**config.mk**
```make
export PLATFORM = sky130hd
export DESIGN_NAME = sync_rd_shell
export DESIGN_NICKNAME = d
export VERILOG_FILES = /design/src/rtl/rdw_pkg.sv /design/src/rtl/rdw_ram.sv /design/src/rtl/rdw_ctl.sv /design/src/rtl/rdw_hold.sv /design/src/rtl/sync_rd_shell.sv
export SDC_FILE = /design/constraint.sdc
export NUM_CORES = 1
export LEC_CHECK = 0
export BUFFER_PORTS_ARGS = -buffer_cell sky130_fd_sc_hd__buf_2
export CAP_MARGIN = 5
export CORE_ASPECT_RATIO = 1.25
export CORE_UTILIZATION = 30
export CTS_BUF_LIST = sky130_fd_sc_hd__clkbuf_2
export CTS_CLUSTER_DIAMETER = 80
export DETAILED_ROUTE_END_ITERATION = 7
export GPL_ROUTABILITY_DRIVEN = 1
export MAX_ROUTING_LAYER = met4
export SETUP_SLACK_MARGIN = 0.1
export SLEW_MARGIN = 20
export SYNTH_ARGS = -nofsm -noshare
export SYNTH_HDL_FRONTEND = slang
export SYNTH_SLANG_ARGS = --single-unit
```
**constraint.sdc**
```tcl
create_clock -name clk_i -period 1.2 [get_ports clk_i]
set_input_delay 0.06 -clock clk_i [delete_from_list [all_inputs] [get_ports clk_i]]
set_output_delay 0.06 -clock clk_i [all_outputs]
set_load 0.02 [all_outputs]
```
**src/rtl/rdw_pkg.sv**
```systemverilog
package rdw_pkg;
  typedef enum logic {
    PRIO_SRST = 1'b0,  // sync reset acts whatever the enable
    PRIO_EN   = 1'b1   // sync reset acts only with enable high
  } prio_e;
endpackage

```
**src/rtl/rdw_ram.sv**
```systemverilog
module rdw_ram #(
  parameter int DATA_W = 8,
  parameter int ADDR_W = 4
) (
  input  logic              clk_i,
  input  logic              rd_en_i,
  input  logic [ADDR_W-1:0] rd_addr_i,
  input  logic              wr_en_i,
  input  logic [ADDR_W-1:0] wr_addr_i,
  input  logic [DATA_W-1:0] wr_data_i,
  output logic [DATA_W-1:0] q_o
);
  localparam int DEPTH = 1 << ADDR_W;

  logic [DATA_W-1:0] mem [DEPTH];

  always_ff @(posedge clk_i) begin
    if (wr_en_i) mem[wr_addr_i] <= wr_data_i;
  end

  // read takes the pre-write contents
  always_ff @(posedge clk_i) begin
    if (rd_en_i) q_o <= mem[rd_addr_i];
  end

  p_rd_old_r5: assert property (@(posedge clk_i)
    rd_en_i |=> q_o == $past(mem[rd_addr_i]));

  p_wr_store_r4: assert property (@(posedge clk_i)
    wr_en_i |=> mem[$past(wr_addr_i)] == $past(wr_data_i));
endmodule

```
**src/rtl/rdw_ctl.sv**
```systemverilog
module rdw_ctl
  import rdw_pkg::*;
#(
  parameter prio_e PRIO = PRIO_SRST
) (
  input  logic rd_en_i,
  input  logic srst_i,
  output logic en_eff_o,
  output logic srst_eff_o
);
  generate
    if (PRIO == PRIO_EN) begin : g_en_first
      // reset qualified by enable
      assign srst_eff_o = srst_i & rd_en_i;
      assign en_eff_o   = rd_en_i;
    end else begin : g_srst_first
      // enable widened so reset always reaches the flops
      assign srst_eff_o = srst_i;
      assign en_eff_o   = rd_en_i | srst_i;
    end
  endgenerate
endmodule

```
**src/rtl/rdw_hold.sv**
```systemverilog
module rdw_hold #(
  parameter int                DATA_W   = 8,
  parameter logic [DATA_W-1:0] ARST_VAL = 8'hA5,
  parameter logic [DATA_W-1:0] SRST_VAL = 8'h3C
) (
  input  logic              clk_i,
  input  logic              rst_ni,
  input  logic              en_eff_i,
  input  logic              srst_eff_i,
  input  logic [DATA_W-1:0] ram_q_i,
  output logic [DATA_W-1:0] data_o
);
  logic              sel_q;
  logic [DATA_W-1:0] hold_q;

  always_ff @(posedge clk_i or negedge rst_ni) begin
    if (!rst_ni)         sel_q <= 1'b0;
    else if (srst_eff_i) sel_q <= 1'b0;
    else                 sel_q <= en_eff_i;
  end

  always_ff @(posedge clk_i or negedge rst_ni) begin
    if (!rst_ni)         hold_q <= ARST_VAL;
    else if (srst_eff_i) hold_q <= SRST_VAL;
    else                 hold_q <= data_o;
  end

  assign data_o = sel_q ? ram_q_i : hold_q;

  p_arst_val_r1: assert property (@(posedge clk_i) disable iff (!rst_ni)
    $rose(rst_ni) |-> data_o == ARST_VAL);

  p_idle_hold_r3: assert property (@(posedge clk_i) disable iff (!rst_ni)
    (!en_eff_i && !srst_eff_i) |=> $stable(data_o));

  // covers R7 too: srst_eff is already qualified per mode
  p_srst_val_r6: assert property (@(posedge clk_i) disable iff (!rst_ni)
    srst_eff_i |=> data_o == SRST_VAL);
endmodule

```
**src/rtl/sync_rd_shell.sv**
```systemverilog
module sync_rd_shell
  import rdw_pkg::*;
#(
  parameter int                DATA_W   = 8,
  parameter int                ADDR_W   = 4,
  parameter logic [DATA_W-1:0] ARST_VAL = 8'hA5,
  parameter logic [DATA_W-1:0] SRST_VAL = 8'h3C,
  parameter prio_e             PRIO     = PRIO_SRST
) (
  input  logic              clk_i,
  input  logic              rst_ni,
  input  logic              srst_i,
  input  logic              rd_en_i,
  input  logic [ADDR_W-1:0] rd_addr_i,
  input  logic              wr_en_i,
  input  logic [ADDR_W-1:0] wr_addr_i,
  input  logic [DATA_W-1:0] wr_data_i,
  output logic [DATA_W-1:0] rd_data_o
);
  logic              en_eff;
  logic              srst_eff;
  logic [DATA_W-1:0] ram_q;

  // native read strobe is always on
  rdw_ram #(.DATA_W(DATA_W), .ADDR_W(ADDR_W)) u_ram (
    .clk_i    (clk_i),
    .rd_en_i  (1'b1),
    .rd_addr_i(rd_addr_i),
    .wr_en_i  (wr_en_i),
    .wr_addr_i(wr_addr_i),
    .wr_data_i(wr_data_i),
    .q_o      (ram_q)
  );

  rdw_ctl #(.PRIO(PRIO)) u_ctl (
    .rd_en_i   (rd_en_i),
    .srst_i    (srst_i),
    .en_eff_o  (en_eff),
    .srst_eff_o(srst_eff)
  );

  rdw_hold #(.DATA_W(DATA_W), .ARST_VAL(ARST_VAL), .SRST_VAL(SRST_VAL)) u_hold (
    .clk_i     (clk_i),
    .rst_ni    (rst_ni),
    .en_eff_i  (en_eff),
    .srst_eff_i(srst_eff),
    .ram_q_i   (ram_q),
    .data_o    (rd_data_o)
  );

  p_read_r2: assert property (@(posedge clk_i) disable iff (!rst_ni)
    (rd_en_i && !srst_i) |=> rd_data_o == ram_q);
endmodule

```
Word-level counts from Yosys, hierarchy flattened:

Memories as Yosys holds them, arrays and structs flattened. A register that Yosys moved wholly into a read port is not among the register bits.
Cells that the tools add are included.

* RAM bits: 128
* memories kept: 1
* bits in registers: 9
* input bits: 21
* word-level logic and storage cells: 9

Memory list
* u_ram.mem: depth 16, bits a word 8, rd ports 1, clocked after memory_dff 1, write ports 1, line rdw_ram.sv:15 `logic [DATA_W-1:0] mem [DEPTH];`

* bitwise logic cells: 1
* mux-type cells: 5

Operators with widths (count)
* $mux W8: 2
* $mux W1: 3
* $or A1 B1 Y1: 1

Logic depth before layout (Yosys ltp):

* depth after elaboration: 2
* gate-level depth with buffers: 5

Modules after synthesis:

From an unflattened synthesis, not the netlist that was laid out.

* cells, all modules: 259
* area, all modules: 5647.9 µm²

Modules (own cells, without submodules)
* rdw_ram: area an instance 5227.5 µm², seq. area each 4083.9 µm², cells an instance 229, times used 1
* rdw_hold: area an instance 402.9 µm², seq. area each 230.2 µm², cells an instance 27, times used 1
* rdw_ctl: area an instance 13.8 µm², seq. area each 0.0 µm², cells an instance 2, times used 1
* sync_rd_shell: area an instance 3.8 µm², seq. area each 0.0 µm², cells an instance 1, times used 1

Least setup slack after synthesis:

No wires, ideal clock.

* kind: input-to-reg
* start point: input port wr_addr_i[2]
* end point: memory u_ram.mem[0][0], enable pin
* cell stages on the path: 2
* arrival time: 1170 ps
* path slack: -353 ps
* cells stage by stage: or3b_2 -> nor3_1

RTL lines
* from (decl): line sync_rd_shell.sv:16 `input logic [ADDR_W-1:0] wr_addr_i,`
* to (decl): line rdw_ram.sv:15

Straight into the memory's write port.

Worst setup path after layout:

* start point: register u_hold.sel_q
* end point: output port rd_data_o[7]

* cells in the longest elaborated chain, start to end: 1

Ends and longest elaborated chain
* from (decl): line rdw_hold.sv:13 `logic sel_q;`
* from (signal assigned): line rdw_hold.sv:19 `else sel_q <= en_eff_i;`
* $mux W8: line rdw_hold.sv:28 `assign data_o = sel_q ? ram_q_i : hold_q;`
* to (decl): line sync_rd_shell.sv:18 `output logic [DATA_W-1:0] rd_data_o`

No other way between the ends.

==> impl_results.md <==
- Status: finished with violations
- Failing checks: negative setup slack
- Slew Limit Fails: 0
- Die H: 154 µm
- Fmax: 570 MHz
- Critical Path Sink Type: output port
- Syn Nets: 277
- Peak supply drop: 0.543 mV
- CP bufs+invs: 2
- Total power after layout: 0.00904 W
- Multi-input combinational cell area: 0.00129 mm²
- Later-pin clock latency in the skew report: 0.69 ns
- Critical Path, Cell by Cell: buf_12, mux2_4, buf_6
- PD cells: 1340 mW/mm²
- Period utilisation layout: 1.46
- HPWL after DPL: 7.32 mm
- Pre-antenna DRT Iters: 4
- Clock tree buffer depth: 2
- GP Congestion: 0.729
- Clock power share: 0.285
- Lkg Pwr: 2.29 nW
- Top_reg_cell synth: edfxtp_1
- Synth warn: 0
- Synth area leaders: edfxtp_1 70%, mux4_2 7.3%, mux4_1 6.7%
- Post-synthesis cell area: 0.00553 mm²
- Crit Path Class: reg -> out
- Distinct cells, synth: 24
- Fin Hold WS: 0.0947 ns
- Chip width: 123 µm
- Vias in the first global route: 2,993
- Die area: 0.0190 mm²
- Clock-pin transition on the worst setup and hold timing paths: 0.18 ns
- Seq/Total Area, Yosys: 0.766
- Critical Path Source Type: register
- CP delay by family, top: flip-flops
- Ports: 29
- Crit path required time: 1.14 ns
- Final nets: 369
- Total gr overflow: 0
- CP max stage delay: 0.43 ns
- Starting DRT DRC Count: 166
- # port buffers: 28
- P_sw: 0.00206 W
- FF+latch count, synth: 145
- Number of synthesized flops with an enable pin: 128
- Worst path slowest cell: dfrtp_1
- Syn avg cell area: 21.6 µm²
- N_diodes: 0
- Net Sw Frac: 0.228
- Final ANT Viol Nets: 0
- Fin crit period: 1.75 ns
- WP data arrival: 1.69 ns
- DP Worst Slack: -0.314 ns
- RSZ-0062 raised after global routing: yes
- Logic pwr share: 0.087
- Final wirelength: 10.7 mm
- Overall routing resource usage: 0.128
- Placement Rows: 55
- CTS sink cnt: 145
- Final setup vio count: 16
- Initial antenna violation count: 0
- Yosys top cell by area: edfxtp_1
- Synth-to-Final Area Change: 22.2%
- Fill count: 1,656
- Largest net degree at the start of global routing: 18
- Final hold violation count: 0
- Routed len/inst: 18.1 µm
- Async set-or-reset flop fraction in the synthesized netlist: 0.0621
- Crit-path max FO: 8
- MaxCap Viol Count: 0
- Slew @ Worst Pin: 0.974 ns
- CTS root buffer: clkbuf_2
- Core box area: 0.0181 mm²
- Via Count: 2,697
- Setup repair bufs after CTS: 0
- CTS tree: yes
- Gate Count Post-Synth: 256
- Worst rel slew slack: 0.348
- First-pass GRT wire length: 16.8 mm
- Hold Crit Class: in -> reg
- Share of layout cells above drive strength 1: 0.446
- Final WS setup: -0.555 ns
- Initial core utilization: 0.305
- Via density: 4.58
- Skew final: 0.0321 ns
- CTS Buf Count: 17
- Internal power: 0.00697 W
- DRC violation count after routing: 0
- CTS H-Tree Depth: 4
- Register share of total power: 0.628
- Synth top area share: 0.695
- Register cell area after layout: 0.00423 mm²
[kinds of logic (layout without fill, tap and decap cells)]
family	Yosys count	after routing	synth area share
AOI/OAI and AO/OA	16	16	0.0217
buffers and inverters	11	116	0.0163
DFF	145	145	0.766
and+or+nand+nor	44	44	0.0398
muxes	40	40	0.156
[cell usage in the layout (no fill, tap or decap), drive strengths merged, types with 8 or more instances in the layout]
master / instances
dfxtp: 8
dlygate4sd3: 20
buf: 64
clkinv: 9
mux4: 32
nand2: 9
edfxtp: 128
clkbuf: 19
mux2: 8
a22oi: 16
nor2: 13
[worst reg2reg max path, cell delays in order (launching register included)]
cell and delay, ns:
edfxtp_1 0.42, mux4_2 0.48, a22oi_2 0.21, nand2_1 0.07
[layout make-up]
class | instances | area share
clock inverters | 13 | 0.0178
flip-flops and latches | 145 | 0.627
multi-input cells | 100 | 0.192
repair buffers | 84 | 0.108
well taps | 228 | 0.0422
clock buffers | 19 | 0.0141
[synth_stat cells, types with 2 or more instances]
cell type,instances
dfrtp_1,5
mux2_2,8
buf_6,3
or2_2,4
edfxtp_1,128
a22oi_1,16
nand2b_1,2
dfstp_2,4
nand3b_1,2
nor3_1,4
nor2_1,13
nand2_1,9
mux4_2,18
buf_2,3
clkdlybuf4s25_2,3
dfxtp_1,8
nor2b_1,6
mux4_1,14
[state kept, by name, summed over array words and instances (netlist names)]
signal and flops:
u_hold.sel_q 1, u_ram.mem 128, u_hold.hold_q 8, u_ram.q_o 8
[routing by layer]
layer  vias up  routed length [µm]  track usage
met5         -                   0            -
met4         0                 114       0.0574
met3        11                 529       0.0278
met2        75                5580        0.206
met1      1378                4440        0.152
li1       1233                   -            -
[power by group through the flow]
stage	Clock, W	Sequential (W)	Combinational [W]
global placement	0	0.00579	0.000667
global route	0.00285	0.00569	0.000856
detailed placement	0	0.00579	0.000681
CTS	0.00268	0.00568	0.000802
floorplan	0	0.00576	0.000412
finish	0.00257	0.00567	0.000790
[final timing paths]
kind	start	endpoint	depth (start not counted)	slack, ns
max	u_hold.sel_q	rd_data_o[7]	3	-0.55
min	rd_addr_i[0]	u_ram.q_o[6]	5	0.09
max reg2reg	u_ram.mem[3][3]	u_ram.q_o[3]	3	-0.08
min reg2reg	u_ram.q_o[5]	u_hold.hold_q[5]	2	0.61
max in group asynchronous	rst_ni	u_hold.hold_q[7]	3	0.53
min in group asynchronous	rst_ni	u_hold.hold_q[4]	3	0.35
[per-stage QoR]
step,area (µm²),instances,util,TNS [ns]
CTS,6740,589,0.373,-5.69
detailed placement,6210,537,0.343,-3.57
global placement,6210,537,0.343,-2.59
global route,6760,589,0.373,-6.14
floorplan,5590,256,-,0
finish,6760,589,0.373,-4.75
[timing repair]
action / 4_1_cts / 5_1_grt
resized for setup: 29 / 3
pin swaps: 2 / 4
endpoints found under the hold margin: 210 / 0
hold buffers: 20 / 0
cloned: 0 / 0
setup endpoints to repair: 21 / 26
No activity file was read; power rests on OpenSTA's default activity.
